==> src/rtl/can_irq_pkg.sv <==
package can_irq_pkg;
  localparam int STAT_N = 4;
  typedef enum logic [1:0] {
    ST_WAKE = 2'd0,
    ST_RXOK = 2'd1,
    ST_TXOK = 2'd2,
    ST_LEC  = 2'd3
  } stat_bit_e;
  localparam logic [15:0] STATUS_SRC_ID = 16'h8000;
endpackage

==> src/rtl/can_irq_stat.sv <==
module can_irq_stat
  import can_irq_pkg::*;
(
  input  logic              clk,
  input  logic              rst,
  input  logic [STAT_N-1:0] events,
  input  logic              rd_strobe,
  output logic [STAT_N-1:0] flags
);
  logic [STAT_N-1:0] flags_q;

  always_ff @(posedge clk) begin
    if (rst) begin
      flags_q <= '0;
    end else begin
      for (int b = 0; b < STAT_N; b++) begin
        if (events[b])      flags_q[b] <= 1'b1;
        else if (rd_strobe) flags_q[b] <= 1'b0;
      end
    end
  end

  assign flags = flags_q;

  // an event present in the read cycle survives the read
  assert_event_wins_R9: assert property (@(posedge clk) disable iff (rst)
    $past(events[ST_RXOK]) |-> flags_q[ST_RXOK]);

  // a read with no event leaves the flag clear
  assert_read_clears_R9: assert property (@(posedge clk) disable iff (rst)
    ($past(rd_strobe) && !$past(events[ST_WAKE])) |-> !flags_q[ST_WAKE]);
endmodule

==> src/rtl/can_irq_pick.sv <==
module can_irq_pick #(
  parameter int W     = 64,
  parameter int IDX_W = (W > 1) ? $clog2(W) : 1
) (
  input  logic             clk,
  input  logic             rst,
  input  logic [W-1:0]     vec,
  output logic             found,
  output logic [IDX_W-1:0] idx
);
  always_comb begin
    found = 1'b0;
    idx   = '0;
    for (int i = W - 1; i >= 0; i--) begin
      if (vec[i]) begin
        found = 1'b1;
        idx   = IDX_W'(i);
      end
    end
  end

  // the chosen bit is set and no lower-index bit is set
  assert_lowest_wins_R4: assert property (@(posedge clk) disable iff (rst)
    found |-> (vec[idx] && ((vec & ((W'(1) << idx) - W'(1))) == '0)));

  // nothing found only when the vector is empty
  assert_none_empty_R2: assert property (@(posedge clk) disable iff (rst)
    !found |-> (vec == '0));
endmodule

==> src/rtl/can_irq_prio.sv <==
module can_irq_prio
  import can_irq_pkg::*;
#(
  parameter int NUM_OBJ = 64,
  parameter int ID_W    = 16
) (
  input  logic               clk,
  input  logic               rst,
  input  logic [NUM_OBJ-1:0] obj_pend,
  input  logic [NUM_OBJ-1:0] obj_line_sel,
  input  logic               ev_wake,
  input  logic               ev_rxok,
  input  logic               ev_txok,
  input  logic               ev_lec,
  input  logic               err_parity,
  input  logic               err_busoff,
  input  logic               err_ewarn,
  input  logic               en_line0,
  input  logic               en_line1,
  input  logic               en_stat,
  input  logic               en_err,
  input  logic               stat_rd,
  output logic               irq0,
  output logic               irq1,
  output logic [ID_W-1:0]    id0,
  output logic [ID_W-1:0]    id1,
  output logic [STAT_N-1:0]  stat_flags
);
  localparam int IDX_W  = (NUM_OBJ > 1) ? $clog2(NUM_OBJ) : 1;
  localparam int N_LINE = 2;
  localparam logic [ID_W-1:0] GROUP_ID = ID_W'(STATUS_SRC_ID);

  logic [STAT_N-1:0] flags;
  logic [STAT_N-1:0] ev_vec;

  assign ev_vec[ST_WAKE] = ev_wake;
  assign ev_vec[ST_RXOK] = ev_rxok;
  assign ev_vec[ST_TXOK] = ev_txok;
  assign ev_vec[ST_LEC]  = ev_lec;

  can_irq_stat u_stat (
    .clk       (clk),
    .rst       (rst),
    .events    (ev_vec),
    .rd_strobe (stat_rd),
    .flags     (flags)
  );

  logic group_pend;
  assign group_pend = (en_stat && (|flags)) ||
                      (en_err && (err_parity || err_busoff || err_ewarn));

  logic [NUM_OBJ-1:0] line_vec [N_LINE];
  logic [N_LINE-1:0]  line_found;
  logic [IDX_W-1:0]   line_idx [N_LINE];
  logic [ID_W-1:0]    obj_id   [N_LINE];

  for (genvar l = 0; l < N_LINE; l++) begin : g_line
    for (genvar k = 0; k < NUM_OBJ; k++) begin : g_obj
      assign line_vec[l][k] = obj_pend[k] && (obj_line_sel[k] == l[0]);
    end
    can_irq_pick #(.W(NUM_OBJ), .IDX_W(IDX_W)) u_pick (
      .clk   (clk),
      .rst   (rst),
      .vec   (line_vec[l]),
      .found (line_found[l]),
      .idx   (line_idx[l])
    );
    assign obj_id[l] = line_found[l] ? (ID_W'(line_idx[l]) + ID_W'(1)) : '0;
  end

  logic [ID_W-1:0] id0_next, id1_next;
  assign id0_next = group_pend ? GROUP_ID : obj_id[0];
  assign id1_next = obj_id[1];

  logic [ID_W-1:0] id0_q, id1_q;
  logic            irq0_q, irq1_q;

  always_ff @(posedge clk) begin
    if (rst) begin
      id0_q  <= '0;
      id1_q  <= '0;
      irq0_q <= 1'b0;
      irq1_q <= 1'b0;
    end else begin
      id0_q  <= id0_next;
      id1_q  <= id1_next;
      irq0_q <= en_line0 && (id0_next != '0);
      irq1_q <= en_line1 && (id1_next != '0);
    end
  end

  assign id0        = id0_q;
  assign id1        = id1_q;
  assign irq0       = irq0_q;
  assign irq1       = irq1_q;
  assign stat_flags = flags;

  // an asserted line always names a source
  assert_line_has_src_R1: assert property (@(posedge clk) disable iff (rst)
    (irq0_q |-> id0_q != '0) and (irq1_q |-> id1_q != '0));

  // a disabled line is low on the next cycle
  assert_gate_off_R1: assert property (@(posedge clk) disable iff (rst)
    !$past(en_line1) |-> !irq1_q);

  // the reserved group identifier never appears on line 1
  assert_group_line0_R3: assert property (@(posedge clk) disable iff (rst)
    id1_q != GROUP_ID);

  // an enabled error level forces the group identifier on line 0
  assert_err_group_R8: assert property (@(posedge clk) disable iff (rst)
    ($past(en_err) && $past(err_busoff)) |-> (id0_q == GROUP_ID));
endmodule

==> config.mk <==
export PLATFORM = sky130hd
export DESIGN_NAME = can_irq_prio
export DESIGN_NICKNAME = d
export VERILOG_FILES = /design/src/rtl/can_irq_pkg.sv /design/src/rtl/can_irq_stat.sv /design/src/rtl/can_irq_pick.sv /design/src/rtl/can_irq_prio.sv
export SDC_FILE = /design/constraint.sdc
export NUM_CORES = 1
export LEC_CHECK = 0
export BUFFER_PORTS_ARGS = -buffer_cell sky130_fd_sc_hd__buf_2
export CORE_MARGIN = 2
export CORE_UTILIZATION = 45
export DETAILED_ROUTE_END_ITERATION = 10
export PLACE_DENSITY = 0.81
export REMOVE_ABC_BUFFERS = 1
export SYNTH_ARGS = -nofsm -noshare
export SYNTH_HDL_FRONTEND = slang
export SYNTH_HIERARCHICAL = 1
export SYNTH_SLANG_ARGS = --single-unit
==> constraint.sdc <==
create_clock -name clk -period 4.7 [get_ports clk]
set_input_delay 0.47 -clock clk [delete_from_list [all_inputs] [get_ports clk]]
set_output_delay 0.47 -clock clk [all_outputs]
set_load 0.05 [all_outputs]
**Word level (Yosys, flattened, before mapping)**

Cells that the tools add are included.

- Output and inout bits: 38
- ROM bits: 0
- RAM bits: 0
- Word-level logic and storage cells: 480
- Flip-flop bits (word level): 38
- Latch bits: 0
- Memories kept: 0
- Bits of input ports: 142

- Divide/modulo/power cells: 0
- Muxes and demuxes: 264
- Magnitude comparators: 0
- Shifts and indexed selects: 0
- Multipliers: 0
- Equality and inequality tests: 0
- Add/sub/neg operators: 2
- Bitwise logic cells: 64
- Reduce and logical (&&, ||, !) cells: 142

Operators by type and width:

| cell | count |
|---|---|
| $mux 6 | 128 |
| $mux 1 | 133 |
| $logic_and 1x1->1 | 132 |
| $not 1->1 | 64 |
| $mux 16 | 2 |
| $reduce_bool 16->1 | 2 |
| $add 6x1->7 const B | 2 |
| $reduce_bool 2->1 | 4 |
| $mux 7 | 1 |
| $reduce_or 4->1 | 1 |
| $logic_or 1x1->1 | 3 |

**Depth between registers and ports, before layout**

Gate-level depths: netlist of the first run.

- Depth in word-level cells: 71
- Depth in mapped cells: 12
- Gate-level depth less buffers: 12

**Modules after synthesis**

Netlist of the first run, hierarchy kept.

By module, submodules not included:

| module | area an instance (sq um) | cells an instance | times used |
|---|---|---|---|
| can_irq_prio | 1,692.9 | 228 | 1 |
| can_irq_pick | 763.2 | 140 | 2 |
| can_irq_stat | 140.1 | 16 | 1 |

**Worst setup path after synthesis of the first run**

OpenSTA, ideal clock, no wires.

- Path kind: input port to flip-flop
- Start: input obj_pend[5]
- End: register irq0_q, in the netlist irq0
- Data arrival time: 2.706 ns
- Slack: 1.877 ns
- Cell stages on the path: 10
- Buffers on the path: 0
- Required time: 4.583 ns
- Cell sequence: nor2b_1 > inv_1 > a2111oi_1 > nand4_1 > o211ai_1 > ha_1 > nand2b_1 > o31ai_1 > o21ai_2 > a32o_1

RTL lines:

| element | RTL line | text |
|---|---|---|
| start: declaration | can_irq_prio.sv:9 | `input logic [NUM_OBJ-1:0] obj_pend,` |
| end signal: assignment | can_irq_prio.sv:88 | `irq0_q <= en_line0 && (id0_next != '0);` |
| end: declaration | can_irq_prio.sv:77 | `logic irq0_q, irq1_q;` |

==> results of run 1 <==
registers in the layout (all words and copies together) (netlist names):
name	cells
id0	8
irq0	1
u_stat/flags	4
id1	7
irq1	1
layout make-up:
type | count | share of cell area
well taps | 99 | 0.02902
repair buffers | 162 | 0.1900
multi-input cells | 472 | 0.6464
inverters | 29 | 0.02551
clock buffers | 4 | 0.01055
flip-flops and latches | 21 | 0.09850
how the worst max path moves through the flow:
stage          endpoint  depth (start not counted)
6_report           irq0                         11
5_1_grt            irq0                         11
4_1_cts            irq0                         11
3_5_place_dp       irq0                         11
3_3_place_gp       irq0                         11
2_1_floorplan      irq0                         10
report_power, final:
part           switching [uW]  leakage, uW  internal (uW)
Combinational             263      0.00169            159
Clock                    50.4    0.0000228           60.2
Sequential               3.15     0.000172            189
Total                     316      0.00188            408
worst max-delay path: cells and delay by family:
kind	cells	cell delay, ns
AOI/OAI and AO/OA	5	1.69
adders and majority gates	1	0.31
buffers and inverters	2	0.16
and+or+nand+nor	3	0.62
metal layers:
metal	routed length (um)	part of all wire
met1	4626	0.41
met2	5617	0.50
met3	851	0.076
met4	157	0.014
met5	0	0
per-stage QoR:
stage	std cells	utilization	worst slack [ns]	instance area (um2)	hold WS (ns)
finish	787	0.5884	1.586	4268	0.4511
global route	787	0.5884	1.246	4268	0.4501
CTS	787	0.5884	1.596	4268	0.4433
detailed placement	783	0.5822	1.339	4223	0.4845
global placement	783	0.5822	1.516	4223	0.4764
floorplan	522	-	1.877	3288	0.5391
placed cells by master, fill, tap and decap left out, types with 9 or more instances in the layout:
| cell type | netlist | layout |
|---|---|---|
| buf_2 | 0 | 162 |
| nor2b_1 | 72 | 72 |
| nor2_1 | 72 | 72 |
| and2_1 | 65 | 65 |
| a21oi_1 | 31 | 31 |
| nor4_1 | 30 | 30 |
| inv_1 | 29 | 29 |
| nor3_1 | 23 | 23 |
| nand2_1 | 22 | 22 |
| dfxtp_1 | 21 | 21 |
| o21ai_0 | 17 | 17 |
| conb_1 | 1 | 17 |
| nand3_1 | 12 | 12 |
| nand2b_1 | 9 | 9 |
logic make-up after synthesis:
kind of cell | Yosys count | synth area share
xor+xnor | 8 | 0.02086
fa+ha+maj | 2 | 0.007448
flops | 21 | 0.1251
buf+inv | 47 | 0.07151
mux | 1 | 0.002980
compound gates | 108 | 0.2134
simple gates | 336 | 0.5575
other cells | 1 | 0.001116
==> flow_metrics.py, run 1 <==
metrics = {
    "run_status": {
        "status": "complete, no violations",
    },
    "logic_synthesis": {
        "syn_inst": 524,
        "syn_avg_cell_area_um2": 6.411,
        "syn-cell-area_um2": 3359,
        "yosysSeqAreaShare": 0.1251,
        "synth-async-reset-ratio": 0,
        "synth_area_leader_cell": "nor2b_1",
        "synth-seq-cells": 21,
        "synth_top_area_frac": 0.1341,
        "synth_cell_type_count": 53,
        "synthFlopType": "dfxtp_1",
        "synth_common_cells": "nor2_1, nor2b_1, and2_1",
        "synth_warnings": 6,
        "synth-edff-count": 0,
        "yosys-top-cells-area": "nor2b_1, dfxtp_1, and2_1",
    },
    "sta": {
        "final.setup_skew_ns": 0.001402,
        "slew_headroom": 0.4296,
        "max_freq_ghz": 0.3212,
        "finalHoldViolCount": 0,
        "setup_tns_ns": 0,
        "period_needed_ns": 3.114,
        "worstMarginPinSlew_ns": 0.8534,
        "drv_slew": 0,
        "finalCritPeriodShare": 0.6625,
        "final-setup-viol-count": 0,
        "rsz0062_at_grt": "no",
    },
    "place": {
        "routabilityCongestion": 0.9370,
        "io_buffers": 162,
        "hpwl_um": 9955,
    },
    "setup_path": {
        "r2r_start": "u_stat/flags[1]",
        "worst-r2r-cell-count": 4,
        "cp-end-kind": "flip-flop",
        "crit_fanout": 4,
        "cp_cell_sequence": "buf_2 > nor2b_1 > inv_1 > a2111oi_1 > nand4_1 > o211ai_1 > ha_1 > nand2b_1 > o31ai_1 > o21ai_2 > a32o_1",
        "cpPeakStageDelay_ns": 0.72,
        "r2r_setup_slack_ns": 3.17,
        "crit_start": "obj_pend[5]",
        "slowest_stage": "a2111oi_1",
        "crit_required_ns": 4.84,
        "worst_ep_arrival_time_ns": 3.26,
        "startpoint_type": "input port",
        "path_class": "in -> reg",
        "reg2reg_to": "irq0",
    },
    "grt": {
        "grt_pass1_wl_um": 18200,
        "top_usage_layer": "met2",
        "met2_usage": 0.4925,
        "grtUsageTotal": 0.2610,
        "use_met1": 0.3110,
        "grt_overflow_total": 0,
        "met3_usage": 0.03255,
        "grt_pass1_vias": 4175,
        "antenna_found_initial": 0,
        "grt_max_degree": 12,
    },
    "clock_tree": {
        "ctsHoldBuffers": 0,
        "cts_made_buffers": 3,
        "cts_max_level": 1,
        "cts_sinks": 21,
        "cts_root_buffer": "clkbuf_8",
        "cts.reportedPaths.clkPinSlew_ns": 0.07,
        "cts_resized": 0,
        "cts_buffer_depth": 2,
        "postCtsSetupBuffers": 0,
        "cts_tree": "done",
        "clk_latency_ns": 0.25,
    },
    "pwr": {
        "p_per_area_nw_per_um2": 169.6,
        "power_leakage_uw": 0.001883,
        "vdd_ir_drop_max_mv": 0.08270,
        "finalPower_uw": 724.0,
    },
    "cells_and_area": {
        "fin_nets": 833,
        "drive_above_1_share": 0.2587,
        "fill_cells": 726,
        "antennaDiodeCount": 0,
        "syn_to_final_growth_pct": 27.04,
        "ff_latch_area_um2": 420.4,
        "multi_input_comb_area_um2": 2759,
    },
    "worst_hold_path": {
        "hp-class": "in -> reg",
        "min_from": "ev_lec",
        "holdPathEnd": "u_stat/flags[3]",
        "whs_path_depth": 3,
    },
    "route": {
        "vias_per_cell": 5.551,
        "wl_per_cell_um": 14.30,
        "drc": 0,
        "first_pass_iters": 5,
        "drtAntennaViolNets": 0,
        "vias": 4369,
        "wirelength_um": 11250,
        "drt_iter0_markers": 237,
    },
    "job": {
        "maxCapViolations": 0,
    },
    "die": {
        "coreArea_um2": 7253,
        "die_area_um2": 8173,
        "rows": 31,
        "start_util": 0.4632,
        "die_height_um": 90.41,
        "die_w_um": 90.41,
        "io_pins": 180,
    },
}
Note: power is estimated with default switching activity, not from simulation.
==> run 2: changes to the inputs <==
CORE_UTILIZATION = 42   (was 45)
PLACE_DENSITY = 0.8   (was 0.81)
clock period = 2.7 ns   (was 4.7 ns; I/O delays follow)
==> flow_metrics.py, run 2 (same netlist as run 1, synthesis figures left out) <==
metrics = {
    "run_status": {
        "status": "complete, no violations",
    },
    "job": {
        "maxCapViolations": 0,
    },
    "setup_path": {
        "startpoint_type": "input port",
        "cp_cell_sequence": "buf_2 > nor2b_4 > nor2_1 > o311ai_2 > a311oi_2 > o311ai_2 > a41oi_2 > a21oi_2 > ha_1 > nand2b_4 > o31ai_4 > o21ai_2 > a32o_1",
        "cp-end-kind": "flip-flop",
        "crit_fanout": 3,
        "crit_required_ns": 2.85,
        "crit_buf_inv": 1,
        "cpMostUsedCell": "o311ai_2",
        "slowest_stage": "o311ai_2",
        "worst_ep_arrival_time_ns": 2.79,
        "cpPeakStageDelay_ns": 0.35,
        "r2r_start": "u_stat/flags[1]",
        "reg2reg_to": "irq0",
        "worst-r2r-cell-count": 4,
        "r2r_setup_slack_ns": 1.19,
        "critical_path.top_delay_family": "compound AO/OA/AOI/OAI gates",
        "path_class": "in -> reg",
    },
    "pwr": {
        "intPower_uw": 773.0,
        "finalPower_uw": 1350,
        "p_sw_frac": 0.4273,
        "power_leakage_uw": 0.002110,
        "p_per_area_nw_per_um2": 289.3,
        "vdd_ir_drop_max_mv": 0.1532,
        "pwr-share-comb": 0.609,
        "seq_power_share": 0.248,
        "power.share.clock": 0.143,
        "p_switching_uw": 576.7,
    },
    "die": {
        "die_w_um": 93.44,
        "start_util": 0.4347,
        "die_height_um": 93.44,
        "io_pins": 180,
        "die_area_um2": 8730,
        "rows": 32,
        "coreArea_um2": 7727,
    },
    "grt": {
        "antenna_found_initial": 0,
        "grtUsageTotal": 0.2499,
        "grt_overflow_total": 0,
        "grt_pass1_vias": 4245,
        "grt_max_degree": 12,
        "grt_pass1_wl_um": 18110,
    },
    "sta": {
        "max_freq_ghz": 0.3785,
        "hold_slack_ns": 0.2501,
        "finalHoldViolCount": 0,
        "drv_slew": 0,
        "finalCritPeriodShare": 0.9785,
        "period_needed_ns": 2.642,
        "slew_headroom": 0.6464,
        "final-setup-viol-count": 0,
        "worstMarginPinSlew_ns": 0.5256,
        "final.setup_skew_ns": 0.0006734,
    },
    "route": {
        "drt_iter0_markers": 266,
        "drc": 0,
        "wirelength_um": 11300,
        "drtAntennaViolNets": 0,
        "vias_per_cell": 5.425,
        "wl_per_cell_um": 13.63,
        "vias": 4497,
        "first_pass_iters": 5,
    },
    "clock_tree": {
        "cts_buffer_depth": 2,
        "cts_tree": "done",
        "cts_made_buffers": 3,
        "postCtsSetupBuffers": 0,
        "cts_sinks": 21,
        "cts.reportedPaths.clkPinSlew_ns": 0.07,
        "cts_root_buffer": "clkbuf_8",
        "cts_max_level": 1,
        "clk_latency_ns": 0.25,
    },
    "cells_and_area": {
        "stdcell_count": 829,
        "syn_to_final_growth_pct": 38.88,
        "largest_reg_flops": 8,
        "final_common_cell": "buf_2",
        "fill_cells": 758,
        "fin_nets": 872,
        "fin_area_um2": 4666,
        "ff_latch_area_um2": 420.4,
        "antennaDiodeCount": 0,
        "multi_input_comb_area_um2": 2860,
        "final_cell_mix": "buf_2, nor2_1, nor2b_1",
        "drive_above_1_share": 0.3191,
    },
    "worst_hold_path": {
        "holdPathEnd": "irq1",
        "whs_path_depth": 2,
        "hp-class": "in -> reg",
        "min_from": "en_line1",
    },
    "place": {
        "dpl.cell_count": 825,
        "hpwl_um": 9960,
        "io_buffers": 162,
        "routabilityCongestion": 0.9576,
        "place_area_um2": 4519,
    },
}
[run 2: cell types whose count changed in the layout (fill, tap and decap cells not counted), moves of 2 or more]
cell,change
nor2b_1,-4
o311ai_1,-2
a21oi_2,+2
nor2b_4,+3
a21oi_1,-2
buf_4,+39
o311ai_2,+2
[run 2: cell type report]
cell class | count | share of cell area
repair buffers | 201 | 0.2365
multi-input cells | 472 | 0.6130
flip-flops and latches | 21 | 0.09010
clock buffers | 4 | 0.009654
well taps | 102 | 0.02735
inverters | 29 | 0.02333
[run 2: through the flow]
| stage | util | setup WS [ns] | TNS (ns) |
|---|---|---|---|
| detailed placement | 0.5848 | -0.3443 | -0.5451 |
| floorplan | - | 0.07680 | 0 |
| global placement | 0.5848 | -0.2844 | -0.3462 |
| finish | 0.6038 | 0.05817 | 0 |
| CTS | 0.5920 | 0.01496 | 0 |
| global route | 0.6038 | -0.04301 | -0.04301 |
[run 2: routing by layer]
| layer | vias to the layer above | GRT usage | wire (um) |
|---|---|---|---|
| met1 | 2030 | 0.3062 | 4729 |
| met4 | 0 | 0.06250 | 173 |
| met3 | 26 | 0.02417 | 771 |
| met2 | 190 | 0.4640 | 5622 |
| li1 | 2251 | - | - |
| met5 | - | 0 | 0 |
[run 2: what timing repair did]
item | 4_1_cts | 5_1_grt
pin swaps | 0 | 9
hold buffers | 0 | 0
setup endpoints to repair | 1 | 1
resized for setup | 2 | 17
[run 2: worst max path at each step]
stage                           startpoint  endpoint  slack, ns  cells after the start
after detailed placement  obj_line_sel[59]      irq0      -0.34                     13
after floorplan                obj_pend[5]      irq0       0.08                     10
after global routing          obj_pend[62]      irq0      -0.04                     13
after CTS                 obj_line_sel[61]      irq0       0.01                     13
after global placement    obj_line_sel[63]      irq0      -0.28                     13
final                     obj_line_sel[63]      irq0       0.06                     13
[run 2: power groups by stage]
stage / sequential (uW) / combinational (uW) / clock [uW]
floorplan: 408 / 421 / 0
global placement: 341 / 763 / 0
detailed placement: 342 / 777 / 0
CTS: 335 / 783 / 202
global route: 337 / 893 / 221
finish: 335 / 822 / 193
